[src/rtl/tmr_pkg.sv]
`timescale 1ns/1ps
package tmr_pkg;

  localparam int SEL_W   = 4;
  localparam int SHIFT_W = 3;
  localparam int MAX_SHIFT = 4;

  typedef enum logic {
    SEL_MAP_SHIFTED = 1'b0,
    SEL_MAP_DIRECT  = 1'b1
  } sel_map_e;

  typedef struct packed {
    logic               use_ext;
    logic [SHIFT_W-1:0] shift;
  } src_cfg_t;

  function automatic src_cfg_t decode_sel(input logic [SEL_W-1:0] code,
                                          input sel_map_e map);
    src_cfg_t r;
    r.use_ext = 1'b0;
    r.shift   = '0;
    if (map == SEL_MAP_SHIFTED) begin
      if (code < SEL_W'(MAX_SHIFT)) r.shift = SHIFT_W'(code) + SHIFT_W'(1);
      else                          r.use_ext = 1'b1;
    end else begin
      if (code <= SEL_W'(MAX_SHIFT)) r.shift = SHIFT_W'(code);
      else                           r.use_ext = 1'b1;
    end
    return r;
  endfunction

endpackage

[src/rtl/tmr_cfg_regs.sv]
`timescale 1ns/1ps
module tmr_cfg_regs #(
  parameter int DATA_W  = 32,
  parameter int ADDR_W  = 4,
  parameter int NUM_PRE = 2,
  parameter int PRE_W   = 8,
  parameter int NUM_CH  = 5
) (
  input  logic                                   clk,
  input  logic                                   rst,
  input  logic                                   wr_en,
  input  logic [ADDR_W-1:0]                      addr,
  input  logic [DATA_W-1:0]                      wdata,
  output logic [DATA_W-1:0]                      rdata,
  output logic [NUM_PRE-1:0][PRE_W-1:0]          pre_val,
  output logic [NUM_CH-1:0][tmr_pkg::SEL_W-1:0]  sel_val,
  output logic [NUM_PRE-1:0]                     pre_restart,
  output logic [NUM_CH-1:0]                      ch_restart
);
  localparam int PRE_BITS = NUM_PRE * PRE_W;
  localparam int SEL_BITS = NUM_CH * tmr_pkg::SEL_W;
  localparam int OFF_PRE  = 0;
  localparam int OFF_SEL  = 4;

  logic [PRE_BITS-1:0] pre_reg;
  logic [SEL_BITS-1:0] sel_reg;
  logic hit_pre, hit_sel;

  wire unused_wdata = ^wdata[DATA_W-1:SEL_BITS];

  assign hit_pre = wr_en && (addr == ADDR_W'(OFF_PRE));
  assign hit_sel = wr_en && (addr == ADDR_W'(OFF_SEL));

  always_ff @(posedge clk) begin
    if (rst) begin
      pre_reg     <= '0;
      sel_reg     <= '0;
      pre_restart <= '0;
      ch_restart  <= '0;
      rdata       <= '0;
    end else begin
      if (hit_pre) pre_reg <= wdata[PRE_BITS-1:0];
      if (hit_sel) sel_reg <= wdata[SEL_BITS-1:0];
      pre_restart <= {NUM_PRE{hit_pre}};
      ch_restart  <= {NUM_CH{hit_sel}};
      if (addr == ADDR_W'(OFF_PRE))      rdata <= DATA_W'(pre_reg);
      else if (addr == ADDR_W'(OFF_SEL)) rdata <= DATA_W'(sel_reg);
      else                               rdata <= '0;
    end
  end

  for (genvar p = 0; p < NUM_PRE; p++) begin : g_pre_unpack
    assign pre_val[p] = pre_reg[p*PRE_W +: PRE_W];
  end
  for (genvar c = 0; c < NUM_CH; c++) begin : g_sel_unpack
    assign sel_val[c] = sel_reg[c*tmr_pkg::SEL_W +: tmr_pkg::SEL_W];
  end

  AST_WR_RESTART: assert property (@(posedge clk) disable iff (rst)
    hit_pre |=> (&pre_restart));

endmodule

[src/rtl/tmr_prescaler.sv]
`timescale 1ns/1ps
module tmr_prescaler #(
  parameter int PRE_W = 8
) (
  input  logic             clk,
  input  logic             rst,
  input  logic             restart,
  input  logic [PRE_W-1:0] div_val,
  output logic             pulse
);
  logic [PRE_W-1:0] cnt;

  always_ff @(posedge clk) begin
    if (rst || restart) begin
      cnt   <= '0;
      pulse <= 1'b0;
    end else if (cnt == div_val) begin
      cnt   <= '0;
      pulse <= 1'b1;
    end else begin
      cnt   <= cnt + PRE_W'(1);
      pulse <= 1'b0;
    end
  end

  AST_PRE_SPACING: assert property (@(posedge clk) disable iff (rst)
    (pulse && div_val != '0 && !restart) |=> !pulse);

endmodule

[src/rtl/tmr_edge_sync.sv]
`timescale 1ns/1ps
module tmr_edge_sync (
  input  logic clk,
  input  logic rst,
  input  logic async_in,
  output logic rise
);
  logic meta_q, sync_q, prev_q;

  always_ff @(posedge clk) begin
    if (rst) begin
      meta_q <= 1'b0;
      sync_q <= 1'b0;
      prev_q <= 1'b0;
    end else begin
      meta_q <= async_in;
      sync_q <= meta_q;
      prev_q <= sync_q;
    end
  end

  assign rise = sync_q & ~prev_q;

  AST_EDGE_SINGLE: assert property (@(posedge clk) disable iff (rst)
    rise |=> !rise);

endmodule

[src/rtl/tmr_chan.sv]
`timescale 1ns/1ps
module tmr_chan #(
  parameter tmr_pkg::sel_map_e MAP = tmr_pkg::SEL_MAP_DIRECT
) (
  input  logic                      clk,
  input  logic                      rst,
  input  logic                      restart,
  input  logic [tmr_pkg::SEL_W-1:0] sel,
  input  logic                      pre_pulse,
  input  logic                      ext_rise,
  output logic                      tick
);
  localparam int DC_W = tmr_pkg::MAX_SHIFT;

  tmr_pkg::src_cfg_t src;
  logic [DC_W-1:0]   dc;
  logic [DC_W-1:0]   lim;
  logic              tick_ext;

  assign src = tmr_pkg::decode_sel(sel, MAP);
  assign lim = DC_W'((1 << src.shift) - 1);

  always_ff @(posedge clk) begin
    if (rst || restart) begin
      dc       <= '0;
      tick     <= 1'b0;
      tick_ext <= 1'b0;
    end else begin
      tick_ext <= src.use_ext;
      if (src.use_ext) begin
        tick <= ext_rise;
      end else begin
        tick <= 1'b0;
        if (pre_pulse) begin
          if (dc == lim) begin
            dc   <= '0;
            tick <= 1'b1;
          end else begin
            dc <= dc + DC_W'(1);
          end
        end
      end
    end
  end

  AST_DIV_ALIGN: assert property (@(posedge clk) disable iff (rst)
    (tick && !tick_ext) |-> $past(pre_pulse));

  AST_DIV_WIDTH: assert property (@(posedge clk) disable iff (rst)
    (tick && !tick_ext && lim != '0 && !restart) |=> !tick);

  AST_EXT_SINGLE: assert property (@(posedge clk) disable iff (rst)
    (tick && tick_ext) |=> !tick);

endmodule

[src/rtl/tmr_tick_gen.sv]
`timescale 1ns/1ps
module tmr_tick_gen #(
  parameter int DATA_W  = 32,
  parameter int ADDR_W  = 4,
  parameter int PRE_W   = 8,
  parameter int NUM_CH  = 5,
  parameter int GRP0_CH = 2,
  parameter tmr_pkg::sel_map_e VARIANT = tmr_pkg::SEL_MAP_DIRECT
) (
  input  logic              clk,
  input  logic              rst,
  input  logic              cfg_we,
  input  logic [ADDR_W-1:0] cfg_addr,
  input  logic [DATA_W-1:0] cfg_wdata,
  output logic [DATA_W-1:0] cfg_rdata,
  input  logic [1:0]        ext_clk_in,
  output logic [NUM_CH-1:0] tick_en
);
  localparam int NUM_GRP = 2;

  logic [NUM_GRP-1:0][PRE_W-1:0]         pre_val;
  logic [NUM_CH-1:0][tmr_pkg::SEL_W-1:0] sel_val;
  logic [NUM_GRP-1:0]                    pre_rst;
  logic [NUM_CH-1:0]                     ch_rst;
  logic [NUM_GRP-1:0]                    pre_pulse;
  logic [NUM_GRP-1:0]                    ext_rise;

  tmr_cfg_regs #(
    .DATA_W(DATA_W), .ADDR_W(ADDR_W), .NUM_PRE(NUM_GRP),
    .PRE_W(PRE_W), .NUM_CH(NUM_CH)
  ) u_regs (
    .clk(clk), .rst(rst), .wr_en(cfg_we), .addr(cfg_addr),
    .wdata(cfg_wdata), .rdata(cfg_rdata), .pre_val(pre_val),
    .sel_val(sel_val), .pre_restart(pre_rst), .ch_restart(ch_rst)
  );

  for (genvar g = 0; g < NUM_GRP; g++) begin : g_grp
    tmr_prescaler #(.PRE_W(PRE_W)) u_pre (
      .clk(clk), .rst(rst), .restart(pre_rst[g]),
      .div_val(pre_val[g]), .pulse(pre_pulse[g])
    );
    tmr_edge_sync u_sync (
      .clk(clk), .rst(rst), .async_in(ext_clk_in[g]), .rise(ext_rise[g])
    );
  end

  for (genvar c = 0; c < NUM_CH; c++) begin : g_ch
    localparam int GRP = (c < GRP0_CH) ? 0 : 1;
    tmr_chan #(.MAP(VARIANT)) u_chan (
      .clk(clk), .rst(rst), .restart(ch_rst[c] | pre_rst[GRP]),
      .sel(sel_val[c]), .pre_pulse(pre_pulse[GRP]),
      .ext_rise(ext_rise[GRP]), .tick(tick_en[c])
    );
  end

  AST_RESET_QUIET: assert property (@(posedge clk)
    $past(rst) |-> (tick_en == '0));

endmodule

[config.mk]
export PLATFORM = sky130hd
export DESIGN_NAME = tmr_tick_gen
export DESIGN_NICKNAME = d
export VERILOG_FILES = /design/src/rtl/tmr_pkg.sv /design/src/rtl/tmr_cfg_regs.sv /design/src/rtl/tmr_prescaler.sv /design/src/rtl/tmr_edge_sync.sv /design/src/rtl/tmr_chan.sv /design/src/rtl/tmr_tick_gen.sv
export SDC_FILE = /design/constraint.sdc
export NUM_CORES = 1
export LEC_CHECK = 0
export BUFFER_PORTS_ARGS = -buffer_cell sky130_fd_sc_hd__clkbuf_2
export CORE_UTILIZATION = 51
export DETAILED_ROUTE_END_ITERATION = 8
export PLACE_DENSITY = 0.76
export SETUP_SLACK_MARGIN = 0.3
export SLEW_MARGIN = 25
export SYNTH_ARGS = -nofsm -noshare
export SYNTH_HDL_FRONTEND = slang
export SYNTH_SLANG_ARGS = --single-unit
[constraint.sdc]
create_clock -name clk -period 2.1 [get_ports clk]
set_input_delay 0.63 -clock clk [delete_from_list [all_inputs] [get_ports clk]]
set_output_delay 0.63 -clock clk [all_outputs]
set_load 0.01 [all_outputs]
## After elaboration in Yosys (flattened, before gate mapping)

Cells that the tools add are included.

- Add/subtract/negate cells: 12
- $lt $le $gt $ge: 5
- Equal/unequal tests: 8
- Shifts and indexed selects: 5
- Mux-type cells: 29
- Bitwise gates (word level): 10
- Reduce and logical (&&, ||, !) cells: 19

Operator list:

| operator | count |
|---|---|
| 16-bit 2-to-1 mux | 2 |
| 4-bit by 1-bit adder with 4-bit output, second input constant | 5 |
| 4-bit equality test | 5 |
| 4-bit by 3-bit less-or-equal comparator with 1-bit output, second input constant | 5 |
| 4-bit 2-to-1 mux | 5 |
| 1-bit by 3-bit << shifter with 4-bit output, first input constant | 5 |
| 4-bit by 2-bit subtractor with 4-bit output, second input constant | 5 |
| 1-bit 2-to-1 mux | 17 |
| 8-bit by 1-bit adder with 8-bit output, second input constant | 2 |
| 8-bit equality test | 2 |
| 3-bit 2-to-1 mux | 5 |
| 2-bit AND reduction | 5 |
| 1-bit logical OR | 7 |
| 2-bit OR reduction | 3 |
| 1-bit OR | 5 |
| 4-bit by 3-bit equality test with 1-bit output, second input constant | 1 |
| 4-bit logical NOT | 1 |
| 1-bit NOT | 3 |
| 3-bit OR reduction | 1 |
| 1-bit bitwise AND | 2 |
| 1-bit logical AND | 2 |

- Flip-flop bits (word level): 119
- Output and inout port bits: 37
- Word-level logic and storage cells: 115

## Logic depth before layout (Yosys ltp)

Gate-level depths: netlist (run 1).

- Word-level depth: 8
- Depth in mapped cells: 8
- Gate-level depth less buffers: 8

## Modules after synthesis

Synthesis (run 1) repeated with hierarchy kept, for this count alone.

- Cells, all modules: 516
- Area, all modules: 5375.2 um^2

Modules (own cells, without submodules):

| module | instances | cells an instance | area each (um^2) |
|---|---|---|---|
| tmr_cfg_regs | 1 | 209 | 2374.8 |
| tmr_chan | 5 | 38 | 356.6 |
| tmr_prescaler | 2 | 49 | 505.5 |
| tmr_edge_sync | 2 | 7 | 87.6 |
| tmr_tick_gen | 1 | 5 | 31.3 |

## Least setup slack after synthesis (run 1)

OpenSTA, ideal clock, no wires.

- Kind: reg2reg
- From: reg u_regs.sel_reg[19] (netlist: u_regs.sel_val[19])
- To: reg g_ch[4].u_chan.dc[0]
- Arrival time: 2.231 ns
- Required time: 1.985 ns
- Path slack: -0.246 ns
- Stages on the path, launching flop included: 9
- Clock period less this slack: 2.346 ns
- Cell sequence: dfxtp_1 -> clkbuf_8 -> or4b_2 -> ha_1 -> xor2_1 -> o2111ai_1 -> or4_4 -> nand2b_2 -> nor2_1

- Cells in the longest elaborated chain, start to end: 6
- Elaborated cells between the ends (all ways): 7
- Classes of those cells: 1 x add/sub; 1 x order compare; 1 x eq/ne; 1 x shift; 2 x mux; 1 x reduce/logical

Ends and longest elaborated chain:

| element | line | source |
|---|---|---|
| start: declaration | tmr_cfg_regs.sv:26 | `logic [SEL_BITS-1:0] sel_reg;` |
| start signal: assignment | tmr_cfg_regs.sv:43 | `if (hit_sel) sel_reg <= wdata[SEL_BITS-1:0];` |
| 4-bit by 3-bit less-or-equal comparator with 1-bit output * | tmr_pkg.sv:27 | `if (code <= SEL_W'(MAX_SHIFT)) r.shift = SHIFT_W'(code);` |
| 3-bit 2-to-1 mux | tmr_pkg.sv:27 |  |
| 1-bit by 3-bit << shifter with 4-bit output | tmr_chan.sv:21 | `assign lim = DC_W'((1 << src.shift) - 1);` |
| 4-bit by 2-bit subtractor with 4-bit output | tmr_chan.sv:21 |  |
| 4-bit equality test | tmr_chan.sv:35 | `if (dc == lim) begin` |
| 4-bit 2-to-1 mux | tmr_chan.sv:35 |  |
| end signal: assignment | tmr_chan.sv:39 | `dc <= dc + DC_W'(1);` |
| end: declaration | tmr_chan.sv:16 | `logic [DC_W-1:0] dc;` |

Mark *: on every way between the ends. The rest lies on a longest branch, timed or not.
A chain may end at the register's enable or synchronous reset.

## Worst setup path in the final report (run 1)

- From: reg u_regs.sel_reg[19] (netlist: u_regs.sel_val[19])
- To: reg g_ch[4].u_chan.dc[1]

Same word-level chain as after synthesis.

==> results of run 1 <==
kinds of logic after synthesis:
family / Yosys count / synth area share
multiplexers: 21 / 0.0444
AND/OR/NAND/NOR: 226 / 0.237
buffers and inverters: 37 / 0.0465
adder cells (fa/ha/maj): 12 / 0.0317
XOR/XNOR: 62 / 0.115
other: 1 / 0.000792
AO/OA/AOI/OAI: 61 / 0.0724
flip-flops: 107 / 0.452
cell type report:
cell class	count	share of cell area
tap	108	0.0237
clock inverter	3	0.00836
multi-input combinational	394	0.460
clock buffer	11	0.0266
inverter	1	0.000660
timing repair buffer	90	0.0976
sequential	107	0.383
routing by layer:
layer | part of all wire | track usage
met1 | 0.47 | 0.290
met2 | 0.48 | 0.365
met3 | 0.040 | 0.0623
met4 | 0.012 | 0.0677
met5 | 0 | 0
cell usage in the layout (no fill, tap or decap), drive strengths merged, types with 7 or more instances in the layout:
| cell | netlist | final |
|---|---|---|
| clkbuf | 15 | 64 |
| xor2 | 34 | 34 |
| and3 | 12 | 12 |
| o21ai | 9 | 9 |
| a21oi | 41 | 41 |
| nor2b | 7 | 7 |
| buf | 21 | 37 |
| mux2i | 21 | 21 |
| xnor2 | 28 | 28 |
| nor3 | 13 | 13 |
| nand3 | 14 | 14 |
| nand2 | 83 | 83 |
| conb | 1 | 12 |
| ha | 12 | 12 |
| nor4b | 8 | 8 |
| dfxtp | 107 | 107 |
| nor2 | 59 | 59 |
sequential cells by signal, summed over array words and instances (netlist names):
name / flops
g_grp.u_sync.meta_q: 2
g_grp.u_pre.cnt: 16
g_grp.u_sync.sync_q: 2
u_regs.pre_restart: 1
g_grp.u_pre.pulse: 2
u_regs.ch_restart: 1
g_grp.u_sync.prev_q: 2
u_regs.sel_val: 20
u_regs.rdata: 20
g_ch.u_chan.dc: 20
g_ch.u_chan.tick: 5
u_regs.pre_val: 16
through the flow:
step | instance area, sq um | cells | TNS, ns | setup WS (ns)
after floorplan | 4920 | 538 | -0.0906 | -0.0229
after global placement | 5320 | 691 | -0.0685 | -0.0176
after detailed placement | 5320 | 691 | -0.163 | -0.0424
after CTS | 5640 | 712 | -0.0890 | -0.0251
after global routing | 5690 | 714 | -0.580 | -0.0706
final | 5690 | 714 | -0.0375 | -0.0108
worst max-delay path by stage:
stage / startpoint / to / slack, ns / cells after the start
after floorplan: u_regs.sel_val[19] / g_ch[4].u_chan.dc[0] / -0.02 / 8
after global placement: u_regs.sel_val[17] / g_ch[4].u_chan.dc[2] / -0.02 / 7
after detailed placement: u_regs.sel_val[17] / g_ch[4].u_chan.dc[2] / -0.04 / 7
after CTS: u_regs.sel_val[19] / g_ch[4].u_chan.dc[3] / -0.03 / 7
after global routing: u_regs.sel_val[19] / g_ch[4].u_chan.dc[2] / -0.07 / 7
final: u_regs.sel_val[19] / g_ch[4].u_chan.dc[1] / -0.01 / 7
power groups by stage:
stage               Combinational, mW  Clock, mW  Sequential [mW]
floorplan                       0.339          0             2.18
global placement                0.406          0             2.20
detailed placement              0.423          0             2.20
CTS                             0.438       1.31             2.15
global route                    0.487       1.39             2.15
finish                          0.443       1.27             2.14
timing repair:
action                     in CTS  in global routing
pin swaps                      24                 11
buffers inserted                7                  2
resized for setup              21                  8
setup endpoints to repair      25                 25
hold buffers                    0                  0
==> summary.txt, run 1 <==
Worst setup path
  • Startpoint types: flip-flop
  • Worst reg2reg startpoint: u_regs.sel_val[19]
  • Worst Path Buf+Inv: 0
  • CP max FO: 4
  • Highest-delay cell along the critical path: or4b_4
  • Critical setup path kind: flip-flop to flip-flop
  • CP arrival: 2.37 ns
  • Cell count of the worst reg-to-reg path: 7
  • Critical Path End Type: flip-flop
  • Slowest stage delay, CP: 0.55 ns
  • Cell Chain, Critical Path: or4b_4 > ha_4 > xor2_1 > o2111ai_1 > or4_4 > nand2b_4 > nor2_1
  • RR Endpoint: g_ch[4].u_chan.dc[1]
  • Slack of the worst reg-to-reg path: -0.01 ns
  • Family with the most delay on the worst path: simple AND/OR/NAND/NOR gates
  • CP required: 2.36 ns

Timing
  • Skew final: 0.0115 ns
  • Final hold viol count: 0
  • Final-report max-slew violation count: 0
  • Final setup fails: 4
  • Worst Hold Slack: 0.454 ns
  • Post-layout min period: 2.11 ns
  • Worst-Margin Slew: 0.647 ns
  • Relative slew slack: 0.567
  • Fmax: 474 MHz
  • RSZ-0062 raised after global routing: true
  • Final worst slack: -0.0108 ns
  • Period Utilization, post-route: 1.01

Route
  • Wirelength, routed: 10,200 microns
  • DR vias/cell: 5.28
  • Drt pass-1 iters: 7
  • Vias: 3,770
  • WL/cell: 14.3 microns
  • DR iter-0 viols: 168
  • DRC viols: 0
  • Detail Route Antenna Nets: 0

Logic synthesis
  • Unique masters post-synth: 39
  • Mapped Cells: 527
  • Most used DFF post-synth: dfxtp_1
  • Syn Area/Cell: 8.99 sq um
  • Post-synth EDFFs: 0
  • Ys async rst share: 0
  • Synthesized flop and latch total: 107
  • Synth area leaders: dfxtp_1 45%, nand2_1 6.6%, xor2_1 6.3%
  • Seq/Total Area, Yosys: 0.452
  • Syn. warnings: 0
  • Commonest cells post-synth: 107 x dfxtp_1, 83 x nand2_1, 59 x nor2_1
  • Yosys top cell area share: 0.452
  • Yosys top cell by area: dfxtp_1
  • Post-Syn Area: 0.00474 sq mm
  • Most frequent cell after synthesis: dfxtp_1

Floorplan
  • Core Box Area: 0.00885 sq mm
  • Row count: 34
  • I/O pins: 78
  • Die X: 98.4 microns
  • Die area: 0.00968 sq mm
  • Initial Utilization: 0.535
  • Die Ht: 98.4 microns

Finish
  • Number of diodes: 0
  • Reg area: 0.00218 sq mm
  • Area taken by multi-input logic gates: 0.00262 sq mm
  • Area growth syn-to-layout: 20.2%
  • # fillers: 747
  • Fraction of layout cells with a size suffix above 1: 0.271
  • Final Core Density: 0.643
  • Nets: 656

Clock network
  • Clock transition at path regs: 0.09 ns
  • Max clock buf depth: 2
  • Clock tree sinks: 107
  • Root buffer selected by CTS: clkbuf_8
  • Clock Latency Late Sink: 0.36 ns
  • CTS H-tree lvls: 3
  • CTS tree: yes
  • Num CTS Buffers: 9

Power and ir drop
  • Internal: 2.90 mW
  • Flop pwr share: 0.555
  • Leak Pwr: 2.34 nW
  • Peak VDD IR: 416 uV
  • Combinational power share: 0.115
  • Switching share of power: 0.248
  • Power Dens Cells: 678 mW/mm^2
  • Clock power frac: 0.330
  • Power Total: 3.86 mW
  • Net Sw Power: 0.959 mW

Min path
  • Hold path start: g_grp[0].u_sync.meta_q
  • Min-Delay Path Class: flip-flop to flip-flop
  • Worst hold endpoint: g_grp[0].u_sync.sync_q
  • WHS Path Cells: 1

Outcome
  • Violated checks: setup timing
  • Status: finished, violations left

Global routing
  • Initial antenna violation count: 0
  • Largest net degree at the start of global routing: 27
  • Vias in the first global route: 3,766
  • GRT overflow: 0
  • First-pass GRT wire length: 17,200 microns
  • GRT Overall Usage: 0.224

Flow run
  • Max Cap Violations: 0

Place
  • Hpwl dp: 7540 microns
  • IO Port Bufs: 53
  • Placer Congestion: 0.786
Note: power is estimated with default switching activity, not from simulation.
==> inputs of run 2 (changes only) <==
--- a/config.mk
+++ b/config.mk
@@ -5,9 +5,11 @@
 export SDC_FILE = /design/constraint.sdc
 export NUM_CORES = 1
 export LEC_CHECK = 0
+export ABC_AREA = 1
 export BUFFER_PORTS_ARGS = -buffer_cell sky130_fd_sc_hd__clkbuf_2
 export CORE_UTILIZATION = 51
 export DETAILED_ROUTE_END_ITERATION = 8
+export MAX_ROUTING_LAYER = met4
 export PLACE_DENSITY = 0.76
 export SETUP_SLACK_MARGIN = 0.3
 export SLEW_MARGIN = 25
==> run 2 against run 1 <==
Compared with the run above: wire length shrank 2.4%; the flow now finishes without violations; synthesized area grew 1.6%; global-route usage shrank 1.6 points; highest routed layer unchanged; combinational power grew 31%.
==> summary.txt, run 2 <==
Outcome
  • Status: completed

Logic synthesis
  • Most used DFF post-synth: dfxtp_1
  • Syn. warnings: 0 (unchanged)
  • Ys async rst share: 0 (unchanged)
  • Unique masters post-synth: 29 (-26%)
  • Post-synth EDFFs: 0 (unchanged)
  • Yosys top cell area share: 0.445 (-0.00729)
  • Synth area leaders: dfxtp_1 45%, nor2_1 8.5%, nand2_1 6.6%
  • Yosys top cell by area: dfxtp_1
  • Commonest cells post-synth: 109 x nor2_1, 107 x dfxtp_1, 85 x nand2_1
  • Synthesized flop and latch total: 107 (unchanged)
  • Seq/Total Area, Yosys: 0.445 (-0.00729)
  • Mapped Cells: 622 (+18%)
  • Syn Area/Cell: 7.74 sq um (-14%)
  • Most frequent cell after synthesis: nor2_1
  • Post-Syn Area: 0.00481 sq mm (+1.6%)

Global routing
  • Largest net degree at the start of global routing: 42 (+56%)
  • Initial antenna violation count: 0 (unchanged)
  • Vias in the first global route: 3,616 (-4.0%)
  • First-pass GRT wire length: 15,900 microns (-7.7%)
  • GRT Overall Usage: 0.208 (-0.0164)
  • GRT overflow: 0 (unchanged)

Floorplan
  • Initial Utilization: 0.523 (-0.0118)
  • Row count: 35 (+2.9%)
  • I/O pins: 78 (unchanged)
  • Die X: 99.2 microns (+0.80%)
  • Core Box Area: 0.00920 sq mm (+3.9%)
  • Die area: 0.00983 sq mm (+1.6%)
  • Die Ht: 99.2 microns (+0.80%)

Clock network
  • Root buffer selected by CTS: clkbuf_8
  • CTS H-tree lvls: 3 (unchanged)
  • Clock transition at path regs: 0.10 ns (about the same)
  • CTS tree: yes
  • Clock Latency Late Sink: 0.36 ns (about the same)
  • Num CTS Buffers: 9 (unchanged)
  • Max clock buf depth: 2 (unchanged)
  • Clock tree sinks: 107 (unchanged)

Place
  • Inst Count DP: 777 (+12%)
  • Hpwl dp: 7120 microns (-5.5%)
  • Worst slack, placed: 0.178 ns (+0.221 ns)
  • IO Port Bufs: 53 (unchanged)
  • Placer Congestion: 0.876 (+11%)

Finish
  • Area growth syn-to-layout: 17.5%
  • Nets: 747 (+14%)
  • Final Non-Filler Cells: 809 (+13%)
  • Most frequent cells in the layout: 100 x nor2_1, 91 x dfxtp_1, 75 x nand2_1, 53 x clkbuf_2, 50 x inv_1
  • Fraction of layout cells with a size suffix above 1: 0.229 (-0.0414)
  • Commonest non-fill, non-tap cell in the layout: nor2_1
  • Number of diodes: 0 (unchanged)

Worst setup path
  • Family with the most delay on the worst path: simple AND/OR/NAND/NOR gates
  • Highest-delay cell along the critical path: dfxtp_2
  • Critical Path End Type: flip-flop
  • CP required: 2.35 ns (about the same)
  • CP most frequent cell: nor2_1
  • Cell Chain, Critical Path: o211ai_1 > nand2_2 > ha_4 > nor2_4 > nor2_1 > nand4_1 > nor2_2 > nand3_2 > nand2_4 > nor2_1
  • Startpoint types: flip-flop
  • CP arrival: 2.08 ns (-0.29 ns)
  • Critical setup path kind: flip-flop to flip-flop
  • CP max FO: 4 (unchanged)
  • Worst Path Buf+Inv: 0 (unchanged)
  • Slowest stage delay, CP: 0.35 ns (-0.20 ns)

Timing
  • Post-layout min period: 1.83 ns (-0.278 ns)
  • Fin Setup TNS: 0 ns (+0.0375 ns)
  • Period Utilization, post-route: 0.873 (-0.132)
  • Final hold viol count: 0 (unchanged)
  • RSZ-0062 raised after global routing: true
  • Worst Hold Slack: 0.412 ns (-0.0417 ns)
  • Skew final: 0.0115 ns (+0.0000510 ns)
  • Final-report max-slew violation count: 0 (unchanged)
  • Final setup fails: 0 (-4)
  • Fmax: 546 MHz (+15%)
  • Final worst slack: 0.267 ns (+0.278 ns)

Route
  • Vias: 4,147 (+10%)
  • DR WL met3: 318 microns (-23%)
  • DR vias/cell: 5.13 (-2.9%)
  • Wire length on met2: 4720 microns (-2.7%)
  • Drt pass-1 iters: 4 (-3)
  • WL/cell: 12.3 microns (-14%)
  • Wirelength, routed: 9950 microns (-2.4%)
  • Detail Route Antenna Nets: 0 (unchanged)
  • Highest routed layer: met4
  • DRC viols: 0 (unchanged)
  • DR iter-0 viols: 162 (-3.6%)
  • Met1 WL: 4660 microns (-3.0%)

Power and ir drop
  • Peak VDD IR: 462 uV (+11%)
  • Leak Pwr: 2.44 nW (+4.1%)
  • Power Dens Cells: 713 mW/mm^2 (+5.1%)

Min path
  • Min-Delay Path Class: flip-flop to flip-flop

Flow run
  • Max Cap Violations: 0 (unchanged)
==> run 2: cell count changes after synthesis, moves of 11 or more <==
cell     previous run  this run
mux2i_1            21         5
inv_1               1        54
o21ai_0             9        44
nand3_1            14        38
nor2_1             59       109
nand4_1             6        22
and3_1             11         0
==> run 2: final timing paths <==
check	from	endpoint	slack, ns	cells after the start
setup / recovery	u_regs.sel_val[4]	g_ch[1].u_chan.dc[1]	0.27	10
hold / removal	g_grp[1].u_sync.meta_q	g_grp[1].u_sync.sync_q	0.41	2
setup reg to reg	u_regs.sel_val[4]	g_ch[1].u_chan.dc[1]	0.27	10
hold reg to reg	g_grp[1].u_sync.meta_q	g_grp[1].u_sync.sync_q	0.41	2
==> run 2: logic make-up after synthesis <==
kind of cell | after synthesis | synth area share
mux | 5 | 0.0104
simple gates | 269 | 0.244
buf+inv | 93 | 0.0910
other cells | 1 | 0.000779
compound gates | 90 | 0.0962
flops | 107 | 0.445
fa+ha+maj | 12 | 0.0312
xor+xnor | 45 | 0.0819
==> run 2: per-layer routing <==
metal,up-vias,track usage
met5,-,-
li1,2123,-
met4,0,0.0826
met1,1915,0.268
met3,24,0.0316
met2,85,0.330
==> run 2: layout make-up <==
class | instances | area [sq um]
fill | 776 | 3540
multi-input combinational | 433 | 2410
sequential | 107 | 2170
timing repair buffer | 83 | 507
inverter | 60 | 233
tap | 111 | 139
clock buffer | 9 | 124
clock inverter | 6 | 75.1
==> run 2: stage by stage <==
| step | power [mW] | area [sq um] | util |
|---|---|---|---|
| after floorplan | 2.62 | 4850 | - |
| after global placement | 2.71 | 5160 | 0.561 |
| after detailed placement | 2.73 | 5160 | 0.561 |
| after CTS | 3.99 | 5410 | 0.588 |
| after global routing | 4.23 | 5660 | 0.615 |
| final | 4.03 | 5660 | 0.615 |
==> run 2: worst register-to-register path, delay by kind of cell, from the launching register on <==
| kind | cells | cell delay, ns |
|---|---|---|
| compound gates | 1 | 0.27 |
| fa+ha+maj | 1 | 0.31 |
| flops | 1 | 0.35 |
| simple gates | 8 | 0.79 |
==> run 2: timing repair <==
action	4_1_cts	5_1_grt
endpoints found under the hold margin	0	0
setup endpoints to repair	19	25
resized for setup	11	54
hold buffers	0	0
pin swaps	5	30
gates cloned	0	0
setup buffers	5	12
==> run 2: power breakdown <==
part / leakage [nW] / internal, mW / switching [mW] / total [mW]
Clock: 0.0978 / 0.562 / 0.710 / 1.27
Combinational: 1.47 / 0.237 / 0.343 / 0.580
Sequential: 0.876 / 2.11 / 0.0748 / 2.18
Total: 2.44 / 2.91 / 1.13 / 4.03
==> inputs of run 3 (changes only) <==
--- a/config.mk
+++ b/config.mk
@@ -6,11 +6,12 @@
 export NUM_CORES = 1
 export LEC_CHECK = 0
 export ABC_AREA = 1
-export BUFFER_PORTS_ARGS = -buffer_cell sky130_fd_sc_hd__clkbuf_2
-export CORE_UTILIZATION = 51
+export BUFFER_PORTS_ARGS = -buffer_cell sky130_fd_sc_hd__buf_4
+export CORE_UTILIZATION = 53
+export CTS_BUF_LIST = sky130_fd_sc_hd__clkbuf_8
 export DETAILED_ROUTE_END_ITERATION = 8
 export MAX_ROUTING_LAYER = met4
-export PLACE_DENSITY = 0.76
+export PLACE_DENSITY = 0.79
 export SETUP_SLACK_MARGIN = 0.3
 export SLEW_MARGIN = 25
 export SYNTH_ARGS = -nofsm -noshare
==> run 3 against run 2 <==
Compared with the run above: sequential cell count did not move; via count grew 1.8%; combinational power grew 5.7%; design area is 2.2% higher; largest power group unchanged; highest routed layer unchanged.
==> summary.txt, run 3 (same netlist as run 2, synthesis figures left out) <==
Global routing
  • Largest net degree at the start of global routing: 53 (+26%)
  • GRT overflow: 0 (unchanged)
  • GRT Overall Usage: 0.223 (+0.0157)
  • Initial antenna violation count: 0 (unchanged)
  • First-pass GRT wire length: 16,900 microns (+6.4%)
  • Vias in the first global route: 3,789 (+4.8%)

Route
  • DR iter-0 viols: 153 (-5.6%)
  • Detail Route Antenna Nets: 0 (unchanged)
  • Wirelength, routed: 10,600 microns (+6.8%)
  • Vias: 4,220 (+1.8%)
  • WL/cell: 13.2 microns (+7.2%)
  • DR vias/cell: 5.24 (+2.1%)
  • Drt pass-1 iters: 5 (+1)
  • DRC viols: 0 (unchanged)

Timing
  • Final setup fails: 0 (unchanged)
  • Final-report max-slew violation count: 0 (unchanged)
  • Final hold viol count: 0 (unchanged)
  • Period Utilization, post-route: 0.894 (+0.0213)
  • Post-layout min period: 1.88 ns (+0.0448 ns)
  • Fin Setup TNS: 0 ns (unchanged)
  • Fmax: 533 MHz (-2.4%)
  • RSZ-0062 raised after global routing: true
  • Skew final: 0.00934 ns (-0.00220 ns)

Finish
  • Final Non-Filler Cells: 806 (-0.37%)
  • Area taken by multi-input logic gates: 0.00241 sq mm (about the same)
  • Nets: 747 (unchanged)
  • Number of diodes: 0 (unchanged)
  • Final Core Density: 0.659 (+0.0444)
  • Most frequent cells in the layout: 98 x nor2_1, 89 x dfxtp_1, 78 x buf_4, 75 x nand2_1, 51 x inv_1
  • Fraction of layout cells with a size suffix above 1: 0.232 (+0.00287)
  • Reg area: 0.00217 sq mm (-0.12%)
  • # fillers: 704 (-9.3%)
  • Commonest non-fill, non-tap cell in the layout: nor2_1
  • Area growth syn-to-layout: 20.0%

Worst setup path
  • Slowest stage delay, CP: 0.35 ns (about the same)
  • Cell Chain, Critical Path: o211ai_1 > nand2_2 > ha_4 > nand2_1 > inv_1 > nor2_1 > nand4_1 > nor2_2 > nand3_2 > nand2_2 > nor2_1
  • CP required: 2.36 ns (about the same)
  • Family with the most delay on the worst path: simple AND/OR/NAND/NOR gates
  • CP max FO: 5 (+1)
  • Critical setup path kind: flip-flop to flip-flop
  • Critical Path End Type: flip-flop
  • Highest-delay cell along the critical path: dfxtp_2
  • Slack of the worst reg-to-reg path: 0.22 ns (-0.04 ns)
  • RR Endpoint: g_ch[1].u_chan.dc[2]
  • Cell count of the worst reg-to-reg path: 11 (+1)
  • Worst reg2reg startpoint: u_regs.sel_val[5]
  • CP Depth: 11 (+1)
  • Worst Setup SP: u_regs.sel_val[5]
  • Worst Path Buf+Inv: 1 (+1)
  • Startpoint types: flip-flop
  • Worst setup endpoint: g_ch[1].u_chan.dc[2]
  • CP arrival: 2.14 ns (+0.06 ns)

Min path
  • Min-Delay Path Class: flip-flop to flip-flop

Power and ir drop
  • Peak VDD IR: 419 uV (-9.3%)
  • Leak Pwr: 2.47 nW (+1.1%)
  • Power Dens Cells: 683 mW/mm^2 (-4.2%)

Floorplan
  • Die area: 0.00947 sq mm (-3.7%)
  • Die Ht: 97.3 microns (-1.9%)
  • Initial Utilization: 0.549 (+0.0259)
  • Core Box Area: 0.00876 sq mm (-4.7%)
  • Die X: 97.3 microns (-1.9%)
  • Row count: 34 (-2.9%)
  • I/O pins: 78 (unchanged)

Place
  • Inst Count DP: 771 (-0.77%)
  • Placer Congestion: 0.837 (-4.4%)
  • IO Port Bufs: 53 (unchanged)
  • Hpwl dp: 7260 microns (+1.9%)

Flow run
  • Max Cap Violations: 0 (unchanged)

Clock network
  • CTS tree: yes
  • Clock tree sinks: 107 (unchanged)
  • Clock transition at path regs: 0.10 ns (about the same)
  • Num CTS Buffers: 9 (unchanged)
  • Clock Latency Late Sink: 0.37 ns (about the same)
  • Max clock buf depth: 2 (unchanged)
  • Root buffer selected by CTS: clkbuf_8
  • CTS H-tree lvls: 3 (unchanged)

Outcome
  • Status: completed
-- run 3: cell types whose count changed in the layout (fill, tap and decap cells not counted), sizes merged --
cell      previous run  this run
clkinvlp             1         2
clkbuf              62         9
buf                 30        83
inv                 61        59
clkinv               3         5
bufinv               1         0
-- run 3: metrics by stage --
| stage | hold slack (ns) | setup slack [ns] | power, mW | cell area (sq um) |
|---|---|---|---|---|
| after global placement | 0.403 | 0.256 | 2.73 | 5280 |
| after global routing | 0.434 | 0.0635 | 4.13 | 5780 |
| after floorplan | 0.388 | 0.387 | 2.62 | 4850 |
| after CTS | 0.422 | 0.298 | 3.89 | 5530 |
| after detailed placement | 0.398 | 0.134 | 2.76 | 5280 |
| final | 0.421 | 0.222 | 3.95 | 5780 |
-- run 3: how the worst min path moves through the flow --
stage / from / depth (start not counted) / endpoint
finish: g_grp[1].u_sync.meta_q / 2 / g_grp[1].u_sync.sync_q
detailed placement: g_grp[1].u_sync.meta_q / 2 / g_grp[1].u_sync.sync_q
global placement: g_grp[1].u_sync.meta_q / 2 / g_grp[1].u_sync.sync_q
floorplan: g_grp[0].u_sync.meta_q / 2 / g_grp[0].u_sync.sync_q
global route: g_grp[1].u_sync.meta_q / 2 / g_grp[1].u_sync.sync_q
CTS: g_grp[1].u_sync.meta_q / 2 / g_grp[1].u_sync.sync_q
-- run 3: cell type report --
cell class,count,area share
repair buffers,83,0.114
multi-input cells,433,0.417
clock buffers,9,0.0214
inverters,60,0.0403
clock inverters,6,0.00866
well taps,108,0.0234
flip-flops and latches,107,0.375
-- run 3: power by group --
part           leakage [nW]  switching, mW  internal [mW]  total, mW
clock network        0.0823          0.715          0.438       1.15
logic                  1.51          0.351          0.262      0.613
registers             0.876         0.0728           2.11       2.18
total                  2.47           1.14           2.81       3.95
-- run 3: repair_timing --
| action | 4_1_cts | 5_1_grt |
|---|---|---|
| hold buffers | 0 | 0 |
| setup buffers | 9 | 11 |
| setup endpoints to repair | 21 | 25 |
| pin swaps | 3 | 30 |
| gates resized for setup | 11 | 53 |
| hold endpoints to repair | 0 | 0 |
-- run 3: layer usage --
metal / vias to the layer above / track usage / share of wire
met4: 0 / 0.0860 / 0.023
met3: 23 / 0.0245 / 0.043
met1: 1960 / 0.296 / 0.45
li1: 2127 / - / -
met5: - / - / 0
met2: 110 / 0.354 / 0.48
-- run 3: tightest hold or removal path: stages (launching register included) --
cell and delay [ns]:
dfxtp_1 0.31, inv_1 0.04, nor2_1 0.03
